<file path="src/rtl/sgi_pkg.sv">
package sgi_pkg;

    // Recipient selection carried in bits [25:24] of the trigger word.
    typedef enum logic [1:0] {
        FILT_LIST   = 2'd0,
        FILT_OTHERS = 2'd1,
        FILT_SELF   = 2'd2,
        FILT_RSVD   = 2'd3
    } filt_e;

    // Address regions decoded from the upper offset bits.
    typedef enum logic [1:0] {
        REG_NONE = 2'd0,
        REG_TRIG = 2'd1,
        REG_CLR  = 2'd2,
        REG_SET  = 2'd3
    } region_e;

endpackage

</file>
<file path="src/rtl/sgi_addr_decode.sv">
module sgi_addr_decode
    import sgi_pkg::*;
#(
    parameter int NSGI = 16,
    parameter int AW   = 6
) (
    input  logic                 req_valid,
    input  logic                 req_write,
    input  logic                 req_word,
    input  logic [AW-1:0]        req_addr,
    input  logic [31:0]          req_wdata,
    output logic                 trig_wr,
    output logic                 set_wr,
    output logic                 clr_wr,
    output logic                 rd_fire,
    output logic                 rd_win,
    output logic [NSGI-1:0]      sel,
    output logic [NSGI*8-1:0]    bytes
);
    localparam int SW = $clog2(NSGI);
    localparam int RW = AW - SW;

    region_e    region;
    logic [7:0] lane_byte;

    always_comb begin
        region = REG_NONE;
        if (req_addr == '0)
            region = REG_TRIG;
        else if (req_addr[AW-1:SW] == RW'(1))
            region = REG_CLR;
        else if (req_addr[AW-1:SW] == RW'(2))
            region = REG_SET;
    end

    assign trig_wr = req_valid && req_write && req_word && (region == REG_TRIG);
    assign set_wr  = req_valid && req_write && (region == REG_SET);
    assign clr_wr  = req_valid && req_write && (region == REG_CLR);
    assign rd_fire = req_valid && !req_write;
    assign rd_win  = (region == REG_SET) || (region == REG_CLR);

    assign lane_byte = req_wdata[{req_addr[1:0], 3'b000} +: 8];

    for (genvar s = 0; s < NSGI; s++) begin : g_lane
        localparam logic [SW-1:0] SI = SW'(s);
        assign sel[s] = req_word ? (SI[SW-1:2] == req_addr[SW-1:2])
                                 : (SI == req_addr[SW-1:0]);
        assign bytes[s*8 +: 8] = req_word ? req_wdata[(s%4)*8 +: 8] : lane_byte;
    end

endmodule

</file>
<file path="src/rtl/sgi_target_decode.sv">
module sgi_target_decode
    import sgi_pkg::*;
#(
    parameter int NCPU = 8
) (
    input  logic [1:0]                  mode,
    input  logic [7:0]                  list,
    input  logic [$clog2(NCPU)-1:0]     src,
    input  logic [$clog2(NCPU+1)-1:0]   online_cpus,
    output logic [NCPU-1:0]             targets,
    output logic                        legal
);
    localparam int NW = $clog2(NCPU + 1);

    logic [NCPU-1:0] online_mask;
    logic [NCPU-1:0] self_mask;
    filt_e           filt;

    for (genvar i = 0; i < NCPU; i++) begin : g_online
        assign online_mask[i] = NW'(i) < online_cpus;
    end

    assign self_mask = NCPU'(1) << src;
    assign filt      = filt_e'(mode);

    always_comb begin
        targets = '0;
        legal   = 1'b1;
        unique case (filt)
            FILT_LIST:   targets = list[NCPU-1:0] & online_mask;
            FILT_OTHERS: targets = online_mask & ~self_mask;
            FILT_SELF:   targets = self_mask;
            FILT_RSVD:   legal   = 1'b0;
        endcase
    end

endmodule

</file>
<file path="src/rtl/sgi_source_bank.sv">
module sgi_source_bank #(
    parameter int NCPU = 8,
    parameter int NSGI = 16
) (
    input  logic                        clk,
    input  logic                        rst,
    input  logic                        trig_fire,
    input  logic [$clog2(NSGI)-1:0]     trig_id,
    input  logic [NCPU-1:0]             trig_tgt,
    input  logic [$clog2(NCPU)-1:0]     acc_cpu,
    input  logic                        win_set,
    input  logic                        win_clr,
    input  logic [NSGI-1:0]             win_sel,
    input  logic [NSGI*8-1:0]           win_bytes,
    input  logic                        rd_fire,
    input  logic                        rd_win,
    input  logic                        rd_word,
    input  logic [$clog2(NSGI)-1:0]     rd_idx,
    output logic [NCPU*NSGI-1:0]        pend,
    output logic [31:0]                 rd_data
);
    localparam int SW = $clog2(NSGI);

    typedef struct packed {
        logic [NCPU-1:0][NSGI-1:0][NCPU-1:0] mask;
        logic [31:0]                         rd;
    } bank_t;

    bank_t st_d, st_q;
    logic [SW-1:0] idx;

    always_comb begin
        st_d = st_q;
        idx  = '0;

        // Trigger: mark the writer as a sender at every recipient.
        if (trig_fire) begin
            for (int c = 0; c < NCPU; c++) begin
                if (trig_tgt[c])
                    st_d.mask[c][trig_id][acc_cpu] = 1'b1;
            end
        end

        // Window writes act on the accessing CPU's own bank.
        for (int s = 0; s < NSGI; s++) begin
            if (win_sel[s] && win_set)
                st_d.mask[acc_cpu][s] = st_q.mask[acc_cpu][s] | win_bytes[s*8 +: NCPU];
            if (win_sel[s] && win_clr)
                st_d.mask[acc_cpu][s] = st_q.mask[acc_cpu][s] & ~win_bytes[s*8 +: NCPU];
        end

        // Read data: sender masks laid out per byte lane.
        if (rd_fire) begin
            st_d.rd = '0;
            if (rd_win) begin
                for (int l = 0; l < 4; l++) begin
                    idx = rd_word ? {rd_idx[SW-1:2], 2'(l)} : rd_idx;
                    if (rd_word || (2'(l) == rd_idx[1:0]))
                        st_d.rd[l*8 +: 8] = 8'(st_q.mask[acc_cpu][idx]);
                end
            end
        end
    end

    always_ff @(posedge clk) begin
        if (rst)
            st_q <= '0;
        else
            st_q <= st_d;
    end

    for (genvar c = 0; c < NCPU; c++) begin : g_cpu
        for (genvar s = 0; s < NSGI; s++) begin : g_sgi
            assign pend[c*NSGI + s] = |st_q.mask[c][s];
        end
    end

    assign rd_data = st_q.rd;

endmodule

</file>
<file path="src/rtl/sgi_dispatch.sv">
module sgi_dispatch #(
    parameter int NCPU = 8,
    parameter int NSGI = 16,
    parameter int AW   = 6,
    localparam int CW  = $clog2(NCPU),
    localparam int NW  = $clog2(NCPU + 1),
    localparam int SW  = $clog2(NSGI)
) (
    input  logic                     clk,
    input  logic                     rst,
    input  logic                     req_valid,
    input  logic                     req_write,
    input  logic                     req_word,
    input  logic [AW-1:0]            req_addr,
    input  logic [31:0]              req_wdata,
    input  logic [CW-1:0]            req_cpu,
    input  logic [NW-1:0]            online_cpus,
    output logic [31:0]              rd_data,
    output logic [NCPU*NSGI-1:0]     sgi_pend
);
    logic                  trig_wr, set_wr, clr_wr, rd_fire, rd_win;
    logic [NSGI-1:0]       sel;
    logic [NSGI*8-1:0]     bytes;
    logic [NCPU-1:0]       targets;
    logic                  legal;

    sgi_addr_decode #(.NSGI(NSGI), .AW(AW)) u_dec (
        .req_valid (req_valid),
        .req_write (req_write),
        .req_word  (req_word),
        .req_addr  (req_addr),
        .req_wdata (req_wdata),
        .trig_wr   (trig_wr),
        .set_wr    (set_wr),
        .clr_wr    (clr_wr),
        .rd_fire   (rd_fire),
        .rd_win    (rd_win),
        .sel       (sel),
        .bytes     (bytes)
    );

    sgi_target_decode #(.NCPU(NCPU)) u_tgt (
        .mode        (req_wdata[25:24]),
        .list        (req_wdata[23:16]),
        .src         (req_cpu),
        .online_cpus (online_cpus),
        .targets     (targets),
        .legal       (legal)
    );

    sgi_source_bank #(.NCPU(NCPU), .NSGI(NSGI)) u_bank (
        .clk       (clk),
        .rst       (rst),
        .trig_fire (trig_wr && legal),
        .trig_id   (req_wdata[SW-1:0]),
        .trig_tgt  (targets),
        .acc_cpu   (req_cpu),
        .win_set   (set_wr),
        .win_clr   (clr_wr),
        .win_sel   (sel),
        .win_bytes (bytes),
        .rd_fire   (rd_fire),
        .rd_win    (rd_win),
        .rd_word   (req_word),
        .rd_idx    (req_addr[SW-1:0]),
        .pend      (sgi_pend),
        .rd_data   (rd_data)
    );

endmodule

</file>
<file path="config.mk">
export PLATFORM = sky130hd
export DESIGN_NAME = sgi_dispatch
export DESIGN_NICKNAME = d
export VERILOG_FILES = /design/src/rtl/sgi_pkg.sv /design/src/rtl/sgi_addr_decode.sv /design/src/rtl/sgi_target_decode.sv /design/src/rtl/sgi_source_bank.sv /design/src/rtl/sgi_dispatch.sv
export SDC_FILE = /design/constraint.sdc
export NUM_CORES = 2
export LEC_CHECK = 0
export BUFFER_PORTS_ARGS = -buffer_cell sky130_fd_sc_hd__buf_2
export CORE_ASPECT_RATIO = 0.6
export CORE_UTILIZATION = 45
export CTS_CLUSTER_DIAMETER = 150
export DETAILED_ROUTE_END_ITERATION = 7
export PLACE_DENSITY_LB_ADDON = 0.05
export SLEW_MARGIN = 20
export SYNTH_ARGS = -nofsm -noshare
export SYNTH_HDL_FRONTEND = slang
export SYNTH_SLANG_ARGS = --single-unit
</file>
<file path="constraint.sdc">
create_clock -name clk -period 3 [get_ports clk]
set_input_delay 0.45 -clock clk [delete_from_list [all_inputs] [get_ports clk]]
set_output_delay 0.45 -clock clk [all_outputs]
set_load 0.05 [all_outputs]
</file>
==> flow_summary.ini <==
[clock_network]
htree_num_levels = 3
clk_pin_slew_ns = 0.07
clock_sinks = 1056
hold_buffers = 0
ctsResizeCount = 0
cts-root-buf = clkbuf_16
postCtsSetupBuffers = 0
cts_buffer_depth = 3
cts_buffers = 104
cts_tree = yes
clock_latency_ns = 0.77

[floorplanning]
num_rows = 103
die-area_sq_mm = 0.135
design.portCount = 210
start_util_pct = 45.5
fp.dieW_um = 474
dieHeight_um = 285
core_sq_mm = 0.132

[worst_setup_path]
critPathMaxFanout = 23
ff2ff_setup_slack_ns = 0.32
max_stage_delay_ns = 0.34
crit_path_top_delay_cell = mux2_2
r2r-start = u_bank.st_q[760]$_SDFF_PP0_
rr_endpoint = u_bank.rd_data[8]$_SDFFE_PP0P_
crit_arrival_ns = 3.49
path_cells = buf_8 -> buf_12 -> buf_4 -> mux2_2 -> o221ai_1 -> a22oi_1 -> buf_4 -> mux2i_1 -> buf_4 -> buf_12 -> nand2_1 -> a221oi_1 -> a311oi_1
worstPathRequired_ns = 3.62
critPathCaptureType = register
crit_family = buffers and inverters
reg2reg_depth = 9
crit_buf_inv = 6
crit_type = input port to register
cpMostUsedCell = buf_4
startpoint_type = input port

[min_path]
min_path_cells = 2
worstHoldPathType = input port to register
hp-start = rst
min_to = u_bank.st_q[228]$_SDFF_PP0_

[power_and_ir_drop]
p_comb_share_pct = 18.8
seqPwrFrac_pct = 39.9
swShare_pct = 32.0
p_sw_mw = 11.3
irDropWorstVdd_mv = 0.572
power_frac_clock_pct = 41.3
p_leak_nw = 27.5
intPower_mw = 24.1
p_per_area_mw_per_mm2 = 470

[logic_synthesis]
synth_seq_area_share_pct = 35.2
syn-instance-count = 7085
synth_top_family_by_area = compound AO/OA/AOI/OAI gates
synth-edff-count = 0
syn-cell-area_sq_mm = 0.0601
synth_cell_type_count = 105
synth_xor_area_share_pct = 0
ys_ff_latch = 1056
synth-simple-area-share_pct = 14.1
synth_compound_area_share_pct = 37.1
synth_fa_ha_area_share_pct = 0.0625
synth.area.mux_share_pct = 7.72
synthesis.nets = 7138
ys.flop_type = dfxtp_1
avgSynthCellArea_sq_um = 8.48
yosysWarningCount = 0
synth-async-reset-ratio_pct = 0

[detailed_routing]
wire_per_inst_um = 37.9
wl_mm = 372
routed_via_density = 7.54
drc = 16
first_pass_iters = 8
ant_nets = 0
vias = 74000
drt_iter0_drc = 15500

[place]
place_inst = 9595
place_hpwl_mm = 277
pre_cts_ws_ns = -0.400
io_buffers = 209
place_congestion = 1.11
placed_cell_area_sq_mm = 0.0716

[cells_and_area]
area_growth_syn_to_layout_pct = 25.5
drive_gt1_share_pct = 25.7
final_nets = 7969
stdcell_count = 9816
final_common_cell = a211oi_1
stdcell_area_sq_mm = 0.0754
layout_common_cells = a211oi_1 (1,702), buf_4 (1,091), dfxtp_1 (1,056)

[timing]
setup-tns-final_ns = 0
worst_slew_pin_slew_ns = 1.14
grt_setup_unrepaired = no
fmax_mhz = 348
hold_viol = 0
slew_violations = 0
period_needed_ns = 2.88
final.setup.worst_slack_ns = 0.123
fin_skew_ns = 0.0355
finalSetupViolations = 0
slew_headroom_pct = 23.9
fin_crit_sh_pct = 95.9

[run_status]
status = finished, violations left
violations = DRC

[grt]
gr-total-overflow = 0
grt_max_degree = 219
grt_pass1_wl_mm = 514
grt_pass1_vias = 66300
antenna_found_initial = 28
grt_use_total_pct = 52.7

[flow_run]
maxCapViolations = 0
-- worst max-delay path by stage --
stage | start | end | slack, ns | cells after the start
5_1_grt | req_cpu[0] | u_bank.rd_data[24]$_SDFFE_PP0P_ | 0.12 | 13
2_1_floorplan | req_addr[0] | u_bank.st_q[1006]$_SDFF_PP0_ | 0.40 | 8
3_5_place_dp | req_cpu[0] | u_bank.rd_data[24]$_SDFFE_PP0P_ | -0.40 | 13
6_report | req_cpu[0] | u_bank.rd_data[24]$_SDFFE_PP0P_ | 0.12 | 13
4_1_cts | u_bank.st_q[947]$_SDFF_PP0_ | sgi_pend[114] | 0.38 | 3
3_3_place_gp | req_cpu[0] | u_bank.rd_data[10]$_SDFFE_PP0P_ | -0.41 | 12
-- sequential cells by signal (all words and copies together) (netlist names) --
register and count:
u_bank.st_q 1024, u_bank.rd_data 32
-- power groups by stage --
stage | Clock, mW | Combinational [mW] | Sequential, mW
after global routing | 15.1 | 6.54 | 14.1
after CTS | 14.5 | 6.19 | 14.1
after detailed placement | 0 | 6.17 | 14.4
final | 14.6 | 6.66 | 14.1
after floorplan | 0 | 2.62 | 14.4
after global placement | 0 | 6.16 | 14.4
-- kinds of logic (layout without fill, tap and decap cells) --
logic type	after synthesis	count (layout)
AO/OA/AOI/OAI	3114	3114
flip-flops	1056	1056
multiplexers	366	366
AND/OR/NAND/NOR	1789	1789
buffers and inverters	757	1677
other	0	26
adder cells (fa/ha/maj)	3	3
-- synthesized netlist by cell type (all sizes together), types with 33 or more instances --
cell	number	share of area, %
a31oi	70	0.74
nand3	194	1.6
a221oi	84	1.2
buf	258	2.7
dfxtp	1056	35
nand2	480	3.0
mux2i	99	1.7
a21oi	549	4.6
nor2	547	3.6
o221ai	140	2.1
a22oi	57	0.72
o21ai	112	0.93
nor4	269	2.8
clkbuf	471	2.9
a211oi	1703	21
o22ai	95	1.0
nor3	110	0.96
mux4	56	2.1
mux2	211	4.0
o211ai	51	0.64
and2	33	0.34
-- final cells by class --
class	count	area, sq um
Multi-Input combinational cell	5272	35800
Tap cell	1785	2230
Fill cell	12000	56600
Clock inverter	50	651
Timing Repair Buffer	1454	12400
Clock buffer	145	3040
Inverter	28	108
Antenna cell	26	65.1
Sequential cell	1056	21100
-- routing by layer --
layer | GRT usage, % | vias to the layer above | share of wire (%)
li1 | - | 30000 | -
met1 | 72.6 | 35400 | 39
met2 | 66.7 | 7181 | 37
met3 | 25.3 | 1331 | 18
met4 | 26.4 | 26 | 6.2
met5 | 0 | - | 0.051
-- metrics by stage --
step	hold WS, ns	utilization [%]	power (mW)
after floorplan	0.421	-	17.0
after global placement	0.446	54.3	20.6
after detailed placement	0.447	54.3	20.6
after CTS	0.0636	57.1	34.8
after global routing	0.0799	57.1	35.7
final	0.0938	57.1	35.4
Power figures use the tool's default switching activity.
